==> src/rtl/cfg_regbank_pkg.sv <==
package cfg_regbank_pkg;

    localparam int ADDR_W     = 8;
    localparam int DATA_W     = 8;
    localparam int NUM_SHADOW = 4;

    localparam logic [ADDR_W-1:0] ADR_PORT  = 8'h00;
    localparam logic [ADDR_W-1:0] ADR_ID    = 8'h01;
    localparam logic [ADDR_W-1:0] ADR_GRADE = 8'h02;
    localparam logic [ADDR_W-1:0] ADR_XFER  = 8'hFF;

    typedef logic [DATA_W-1:0] byte_t;
    typedef byte_t [NUM_SHADOW-1:0] bank_t;

    typedef enum logic [1:0] {
        PWR_NORMAL  = 2'b00,
        PWR_OFF     = 2'b01,
        PWR_STANDBY = 2'b10,
        PWR_RSVD    = 2'b11
    } pwr_mode_e;

    typedef struct packed {
        pwr_mode_e  pwr;
        logic       dcs_en;
        logic [2:0] div_ratio;
        logic [2:0] div_phase;
        logic [3:0] test_sel;
        logic       test_single;
        logic [1:0] pn_rst;
    } live_cfg_t;

    // Slot order of the shadowed bank: power, global clock, divide, test.
    function automatic logic [ADDR_W-1:0] shadow_addr(input int i);
        case (i)
            0:       return 8'h08;
            1:       return 8'h09;
            2:       return 8'h0B;
            default: return 8'h0D;
        endcase
    endfunction

    function automatic byte_t shadow_mask(input int i);
        case (i)
            0:       return 8'h03;
            1:       return 8'h01;
            2:       return 8'h3F;
            default: return 8'hBF;
        endcase
    endfunction

    function automatic byte_t shadow_default(input int i);
        case (i)
            1:       return 8'h01;
            default: return 8'h00;
        endcase
    endfunction

    function automatic bank_t default_bank();
        bank_t b;
        for (int i = 0; i < NUM_SHADOW; i++) b[i] = shadow_default(i);
        return b;
    endfunction

    function automatic byte_t port_byte(input logic lsb, input logic srst);
        return {1'b0, lsb, srst, 2'b11, srst, lsb, 1'b0};
    endfunction

    function automatic live_cfg_t decode_live(input bank_t s);
        live_cfg_t r;
        r.pwr         = pwr_mode_e'(s[0][1:0]);
        r.div_ratio   = s[2][2:0];
        r.div_phase   = s[2][5:3];
        r.dcs_en      = s[1][0] | (s[2][2:0] != 3'd0);
        r.test_sel    = s[3][3:0];
        r.test_single = s[3][7];
        r.pn_rst      = s[3][5:4];
        return r;
    endfunction

endpackage

==> src/rtl/cfg_port_ctrl.sv <==
module cfg_port_ctrl (
    input  logic clk,
    input  logic rst,
    input  logic port_wr,
    input  logic lsb_req,
    input  logic srst_req,
    output logic lsb_first,
    output logic srst_q
);

    always_ff @(posedge clk) begin
        if (rst || srst_q) begin
            lsb_first <= 1'b0;
            srst_q    <= 1'b0;
        end else if (port_wr) begin
            lsb_first <= lsb_req;
            srst_q    <= srst_req;
        end
    end

    // a soft-reset request lives exactly one cycle and clears bit order
    assert_srst_selfclear_R7: assert property (@(posedge clk) disable iff (rst)
        srst_q |=> (!srst_q && !lsb_first));

endmodule

==> src/rtl/cfg_master_bank.sv <==
module cfg_master_bank
    import cfg_regbank_pkg::*;
(
    input  logic                clk,
    input  logic                clear,
    input  logic                wr_en,
    input  logic [ADDR_W-1:0]   addr,
    input  byte_t               wdata,
    output bank_t               master_q
);

    logic [NUM_SHADOW-1:0] hit;

    for (genvar g = 0; g < NUM_SHADOW; g++) begin : g_decode
        assign hit[g] = wr_en && (addr == shadow_addr(g));
    end

    always_ff @(posedge clk) begin
        if (clear) begin
            master_q <= default_bank();
        end else begin
            for (int i = 0; i < NUM_SHADOW; i++)
                if (hit[i]) master_q[i] <= wdata & shadow_mask(i);
        end
    end

    // a write that matches no shadowed address leaves every master intact
    assert_unmapped_write_R9: assert property (@(posedge clk) disable iff (clear)
        (wr_en && (hit == '0)) |=> $stable(master_q));

    // undefined bits of a master never become set
    assert_master_mask_R4: assert property (@(posedge clk) disable iff (clear)
        ((master_q[0] & ~8'h03) == 8'h00) && ((master_q[1] & ~8'h01) == 8'h00) &&
        ((master_q[2] & ~8'h3F) == 8'h00) && ((master_q[3] & ~8'hBF) == 8'h00));

endmodule

==> src/rtl/cfg_slave_bank.sv <==
module cfg_slave_bank
    import cfg_regbank_pkg::*;
(
    input  logic   clk,
    input  logic   clear,
    input  logic   xfer_set,
    input  bank_t  master_q,
    output bank_t  slave_q,
    output logic   xfer_q
);

    always_ff @(posedge clk) begin
        if (clear) begin
            slave_q <= default_bank();
            xfer_q  <= 1'b0;
        end else begin
            if (xfer_q) slave_q <= master_q;
            xfer_q <= xfer_set;
        end
    end

    // live copies move only on a pending transfer
    assert_slave_hold_R4: assert property (@(posedge clk) disable iff (clear)
        !xfer_q |=> $stable(slave_q));

    // a pending transfer copies the whole master bank in one step
    assert_xfer_copy_R5: assert property (@(posedge clk) disable iff (clear)
        xfer_q |=> (slave_q == $past(master_q)));

    // the transfer flag clears itself unless re-armed
    assert_xfer_clear_R5: assert property (@(posedge clk) disable iff (clear)
        (xfer_q && !xfer_set) |=> !xfer_q);

endmodule

==> src/rtl/cfg_read_mux.sv <==
module cfg_read_mux
    import cfg_regbank_pkg::*;
#(
    parameter byte_t      CHIP_ID     = 8'h86,
    parameter logic [1:0] SPEED_GRADE = 2'b01
) (
    input  logic                clk,
    input  logic                rst,
    input  logic                rd_en,
    input  logic [ADDR_W-1:0]   addr,
    input  bank_t               master_q,
    input  byte_t               port_val,
    input  logic                xfer_q,
    output byte_t               rdata
);

    byte_t rd_next;

    always_comb begin
        rd_next = '0;
        case (addr)
            ADR_PORT:  rd_next = port_val;
            ADR_ID:    rd_next = CHIP_ID;
            ADR_GRADE: rd_next = {2'b00, SPEED_GRADE, 4'b0000};
            ADR_XFER:  rd_next = {7'd0, xfer_q};
            default: begin
                for (int i = 0; i < NUM_SHADOW; i++)
                    if (addr == shadow_addr(i)) rd_next = master_q[i];
            end
        endcase
    end

    always_ff @(posedge clk) begin
        if (rst)        rdata <= '0;
        else if (rd_en) rdata <= rd_next;
    end

    // read data holds without a read strobe
    assert_rdata_hold_R10: assert property (@(posedge clk) disable iff (rst)
        !rd_en |=> $stable(rdata));

    // the identity register always returns the fixed code
    assert_chip_id_R2: assert property (@(posedge clk) disable iff (rst)
        (rd_en && addr == ADR_ID) |=> (rdata == CHIP_ID));

endmodule

==> src/rtl/cfg_shadow_regbank.sv <==
module cfg_shadow_regbank
    import cfg_regbank_pkg::*;
#(
    parameter logic [7:0] CHIP_ID     = 8'h86,
    parameter logic [1:0] SPEED_GRADE = 2'b01
) (
    input  logic        clk,
    input  logic        rst,
    input  logic        wr_en,
    input  logic        rd_en,
    input  logic [7:0]  addr,
    input  logic [7:0]  wdata,
    output logic [7:0]  rdata,
    output logic        lsb_first,
    output logic [1:0]  live_pwr_mode,
    output logic        live_dcs_en,
    output logic [2:0]  live_div_ratio,
    output logic [2:0]  live_div_phase,
    output logic [3:0]  live_test_sel,
    output logic        live_test_single,
    output logic [1:0]  live_pn_rst
);

    logic      srst_q;
    logic      clear;
    logic      xfer_q;
    logic      xfer_set;
    logic      port_wr;
    bank_t     master_q;
    bank_t     slave_q;
    live_cfg_t live;

    assign port_wr  = wr_en && (addr == ADR_PORT);
    assign xfer_set = wr_en && (addr == ADR_XFER) && wdata[0];
    assign clear    = rst || srst_q;

    cfg_port_ctrl u_port (
        .clk       (clk),
        .rst       (rst),
        .port_wr   (port_wr),
        .lsb_req   (wdata[6] | wdata[1]),
        .srst_req  (wdata[5] | wdata[2]),
        .lsb_first (lsb_first),
        .srst_q    (srst_q)
    );

    cfg_master_bank u_master (
        .clk      (clk),
        .clear    (clear),
        .wr_en    (wr_en),
        .addr     (addr),
        .wdata    (wdata),
        .master_q (master_q)
    );

    cfg_slave_bank u_slave (
        .clk      (clk),
        .clear    (clear),
        .xfer_set (xfer_set),
        .master_q (master_q),
        .slave_q  (slave_q),
        .xfer_q   (xfer_q)
    );

    cfg_read_mux #(
        .CHIP_ID     (CHIP_ID),
        .SPEED_GRADE (SPEED_GRADE)
    ) u_rd (
        .clk      (clk),
        .rst      (rst),
        .rd_en    (rd_en),
        .addr     (addr),
        .master_q (master_q),
        .port_val (port_byte(lsb_first, srst_q)),
        .xfer_q   (xfer_q),
        .rdata    (rdata)
    );

    assign live             = decode_live(slave_q);
    assign live_pwr_mode    = live.pwr;
    assign live_dcs_en      = live.dcs_en;
    assign live_div_ratio   = live.div_ratio;
    assign live_div_phase   = live.div_phase;
    assign live_test_sel    = live.test_sel;
    assign live_test_single = live.test_single;
    assign live_pn_rst      = live.pn_rst;

    // a hard reset leaves the live settings at their defaults
    assert_reset_live_R1: assert property (@(posedge clk)
        $past(rst) |-> (live_pwr_mode == 2'b00 && live_dcs_en && !lsb_first));

endmodule

==> config.mk <==
export PLATFORM = sky130hd
export DESIGN_NAME = cfg_shadow_regbank
export DESIGN_NICKNAME = d
export VERILOG_FILES = /design/src/rtl/cfg_regbank_pkg.sv /design/src/rtl/cfg_port_ctrl.sv /design/src/rtl/cfg_master_bank.sv /design/src/rtl/cfg_slave_bank.sv /design/src/rtl/cfg_read_mux.sv /design/src/rtl/cfg_shadow_regbank.sv
export SDC_FILE = /design/constraint.sdc
export NUM_CORES = 1
export LEC_CHECK = 0
export BUFFER_PORTS_ARGS = -buffer_cell sky130_fd_sc_hd__buf_4
export CAP_MARGIN = 20
export CORE_MARGIN = 2
export CORE_UTILIZATION = 45
export DETAILED_ROUTE_END_ITERATION = 7
export PLACE_DENSITY = 0.66
export SLEW_MARGIN = 10
export SYNTH_ARGS = -nofsm -noshare
export SYNTH_HDL_FRONTEND = slang
export SYNTH_HIERARCHICAL = 1
export SYNTH_SLANG_ARGS = --single-unit
==> constraint.sdc <==
create_clock -name clk -period 2.2 [get_ports clk]
set_input_delay 0.44 -clock clk [delete_from_list [all_inputs] [get_ports clk]]
set_output_delay 0.44 -clock clk [all_outputs]
set_load 0.02 [all_outputs]
Word level (Yosys, flattened, before mapping) --
Cells that the tools add are included. W data, S select, Z words.
Cells by class: equality and inequality tests 11, multiplexer cells 17, bitwise logic cells 7, reductions and logical operators 11
Operator list (number):
- $mux W8 | 16
- $and A8 B8 Y8 | 4
- $eq A8 B4 Y1 const B | 4
- $eq A8 B8 Y1 | 4
- $pmux W8 S4 | 1
- $eq A8 B1 Y1 const B | 1
- $eq A8 B2 Y1 const B | 1
- $eq A8 B8 Y1 const B | 1
- $logic_not A8 Y1 | 1
- $logic_and A1 B1 Y1 | 7
- $reduce_or A4 Y1 | 1
- $or A1 B1 Y1 | 3
- $reduce_bool A3 Y1 | 1
- $logic_or A1 B1 Y1 | 1
Word-level totals: bits in registers 60

Depth between registers and ports, before layout --
depth in word-level cells 9, gate-level depth with buffers 6, gate-level depth less buffers 4

By module --
The synthesis kept the hierarchy.
Modules (own cells, without submodules):
- cfg_slave_bank | instances 1, cells an instance 106, area an instance 1197.4 sq um
- cfg_master_bank | instances 1, cells an instance 88, area an instance 845.8 sq um
- cfg_read_mux | instances 1, cells an instance 97, area an instance 716.9 sq um
- cfg_shadow_regbank | instances 1, cells an instance 13, area an instance 83.8 sq um
- cfg_port_ctrl | instances 1, cells an instance 6, area an instance 68.8 sq um

Worst setup path after synthesis --
Ideal clock, no wire load.
kind input-to-reg, from input addr[4], to register u_master/master_q[16] (netlist name), setup time 0.119 ns, arrival time 1.803 ns, data required time 2.081 ns, setup slack 0.278 ns, stages 5, path through or4b_1 buf_2 or4_1 buf_2 mux2i_1
Between the ends: word-level cells in the longest chain between the ends 2
RTL lines:
- from (decl) | RTL line cfg_shadow_regbank.sv:11 | input logic [7:0] addr,
- $eq A8 B4 Y1 | RTL line cfg_master_bank.sv:15 | assign hit[g] = wr_en && (addr == shadow_addr(g));
- $logic_and A1 B1 Y1 | RTL line cfg_master_bank.sv:15
- to (signal assigned) | RTL line cfg_master_bank.sv:20 | master_q <= default_bank();
- to (signal, indexed assignment) | RTL line cfg_master_bank.sv:23 | if (hit[i]) master_q[i] <= wdata & shadow_mask(i);
- to (decl) | RTL line cfg_master_bank.sv:9 | output bank_t master_q
Every way passes these cells. A chain may end at the register's enable or synchronous reset.

Final worst setup path --
from input addr[4], to register u_master/master_q[18] (netlist name)
The elaborated chain is that of the path after synthesis.

==> impl_metrics.toml <==
[grt]
grt_pass1_wl_mm = 8.493
track_usage_pct = 18.45
gr-total-overflow = 0
antenna_found_initial = 0
grt_pass1_vias = 1671
grt_max_degree = 42

[floorplanning]
dieArea_sq_um = 5868
die_w_microns = 76.61
initial_utilization_pct = 46.45
fp.dieH_microns = 76.61
core-area_sq_um = 5107
io_pins = 45
num_rows = 26

[clock_tree]
clockBufferDepth = 2
cts_root_buf = "clkbuf_8"
clock_latency_ns = 0.29
htreeDepth = 2
numCtsBuffers = 5
holdBufCountCts = 0
path_clk_slew_ns = 0.08
cts_tree = "done"
clock_sinks = 43
post_cts_buffers = 0
cts_resized = 0

[timing]
fin_crit_sh_pct = 83.03
fin_setup_tns_ns = 0
setup_viol = 0
rsz0062_at_grt = "false"
slew_headroom_pct = 57.80
fin_skew_ns = 0.01160
slew_viol_final = 0
hold_viol_final = 0
worst_hold_slack_ns = 0.3979
fmax_ghz = 0.5474
fin_crit_ns = 1.827
finalWorstSetupSlack_ns = 0.3733
tightest_slew_ns = 0.6330

[detailed_routing]
vias = 1868
routed_wl_mm = 5.298
vias_per_cell = 5.035
dr.pass1.iters = 4
ant_nets = 0
drt-initial-drc-count = 119
post-route-drc-count = 0
wl_per_cell_microns = 14.28

[critical_path]
slowest_delay_ns = 0.64
crit_fanout = 6
slowest_stage = "or4_1"
end_kind = "flop"
critical_path.startpoint_type = "primary input"
critical_path.top_delay_family = "simple AND/OR/NAND/NOR gates"
worstPathRequired_ns = 2.37
crit_type = "in -> reg"
arrival_ns = 2.00
path_buf_inv = 1
path_cells = "buf_4 > or4b_1 > or4_1 > mux2i_1"

[cells_and_area]
n_fill_cell = 504
final_nets = 320
final_util_pct = 53.75
final_common_cell = "buf_4"
area_delta_synth_final_pct = 15.72
num_antenna_cells = 0
design_area_sq_um = 2745
instances_no_fill = 371
drive_above_1_share_pct = 22.92
final_cell_mix = "buf_4 (51), dfxtp_1 (43), nor2_1 (42)"

[synthesis]
yosys_warnings = 6
synth_cells = 262
syn_area_per_cell_sq_um = 9.054
syn-cell-area_sq_um = 2372

[power_and_ir_drop]
pwr-share-comb_pct = 11.1
power_density_nw_per_um2 = 545.2
internal_power_mw = 1.142
swShare_pct = 23.71
power_mw = 1.497
p_switching_mw = 0.3550
p_seq_share_pct = 52.7
p_leak_nw = 1.067
pwr-share-clk_pct = 36.2
vdd_ir_drop_max_v = 0.0003277

[place]
numPortBuffers = 44
place_area_sq_um = 2645
hpwl_mm = 3.913
dp_cells = 363
dpl_worst_slack_ns = 0.07965
place_congestion = 0.8057

[run]
drv_cap = 0

[worst_hold_path]
hp-class = "in -> reg"

[outcome]
status = "complete, no violations"
flip-flops by register name, summed over array words and instances, names as in the netlist:
register / cells
u_master/master_q: 16
u_port/lsb_first: 1
u_port/srst_q: 1
u_rd/rdata: 8
u_slave/slave_q: 16
u_slave/xfer_q: 1
layout make-up:
type	count	area [sq um]	share of cell area, %
Sequential cell	43	860.8	31.36
Multi-Input combinational cell	198	1310	47.72
Timing Repair Buffer	51	382.9	13.95
Inverter	1	3.754	0.1367
Tap cell	70	87.58	3.191
Clock buffer	8	100.1	3.646
path summary, 6_finish.rpt:
path | startpoint | to | slack, ns | depth (start not counted)
max | addr[4] | u_master/master_q[18] | 0.37 | 4
min | rst | u_port/lsb_first | 0.40 | 2
max reg2reg | u_port/srst_q | u_master/master_q[25] | 0.73 | 3
min reg2reg | u_rd/rdata[1] | u_rd/rdata[1] | 0.49 | 2
power groups by stage:
stage	clock (mW)	sequential (mW)	combinational [mW]
after floorplan	0	0.816	0.108
after global placement	0	0.808	0.163
after detailed placement	0	0.808	0.165
after CTS	0.557	0.790	0.164
after global routing	0.590	0.791	0.183
final	0.542	0.789	0.165
per-layer routing:
layer	GRT usage (%)	wire, microns
met3	3.318	249
met2	28.23	2500
met4	5.636	55
met5	0	0
met1	26.38	2492
worst register-to-register path: cells and delay by family (launching register included):
family / cells / cell delay, ns
DFF: 1 / 0.42
muxes: 1 / 0.10
and+or+nand+nor: 2 / 0.84
No activity file was read; power rests on OpenSTA's default activity.
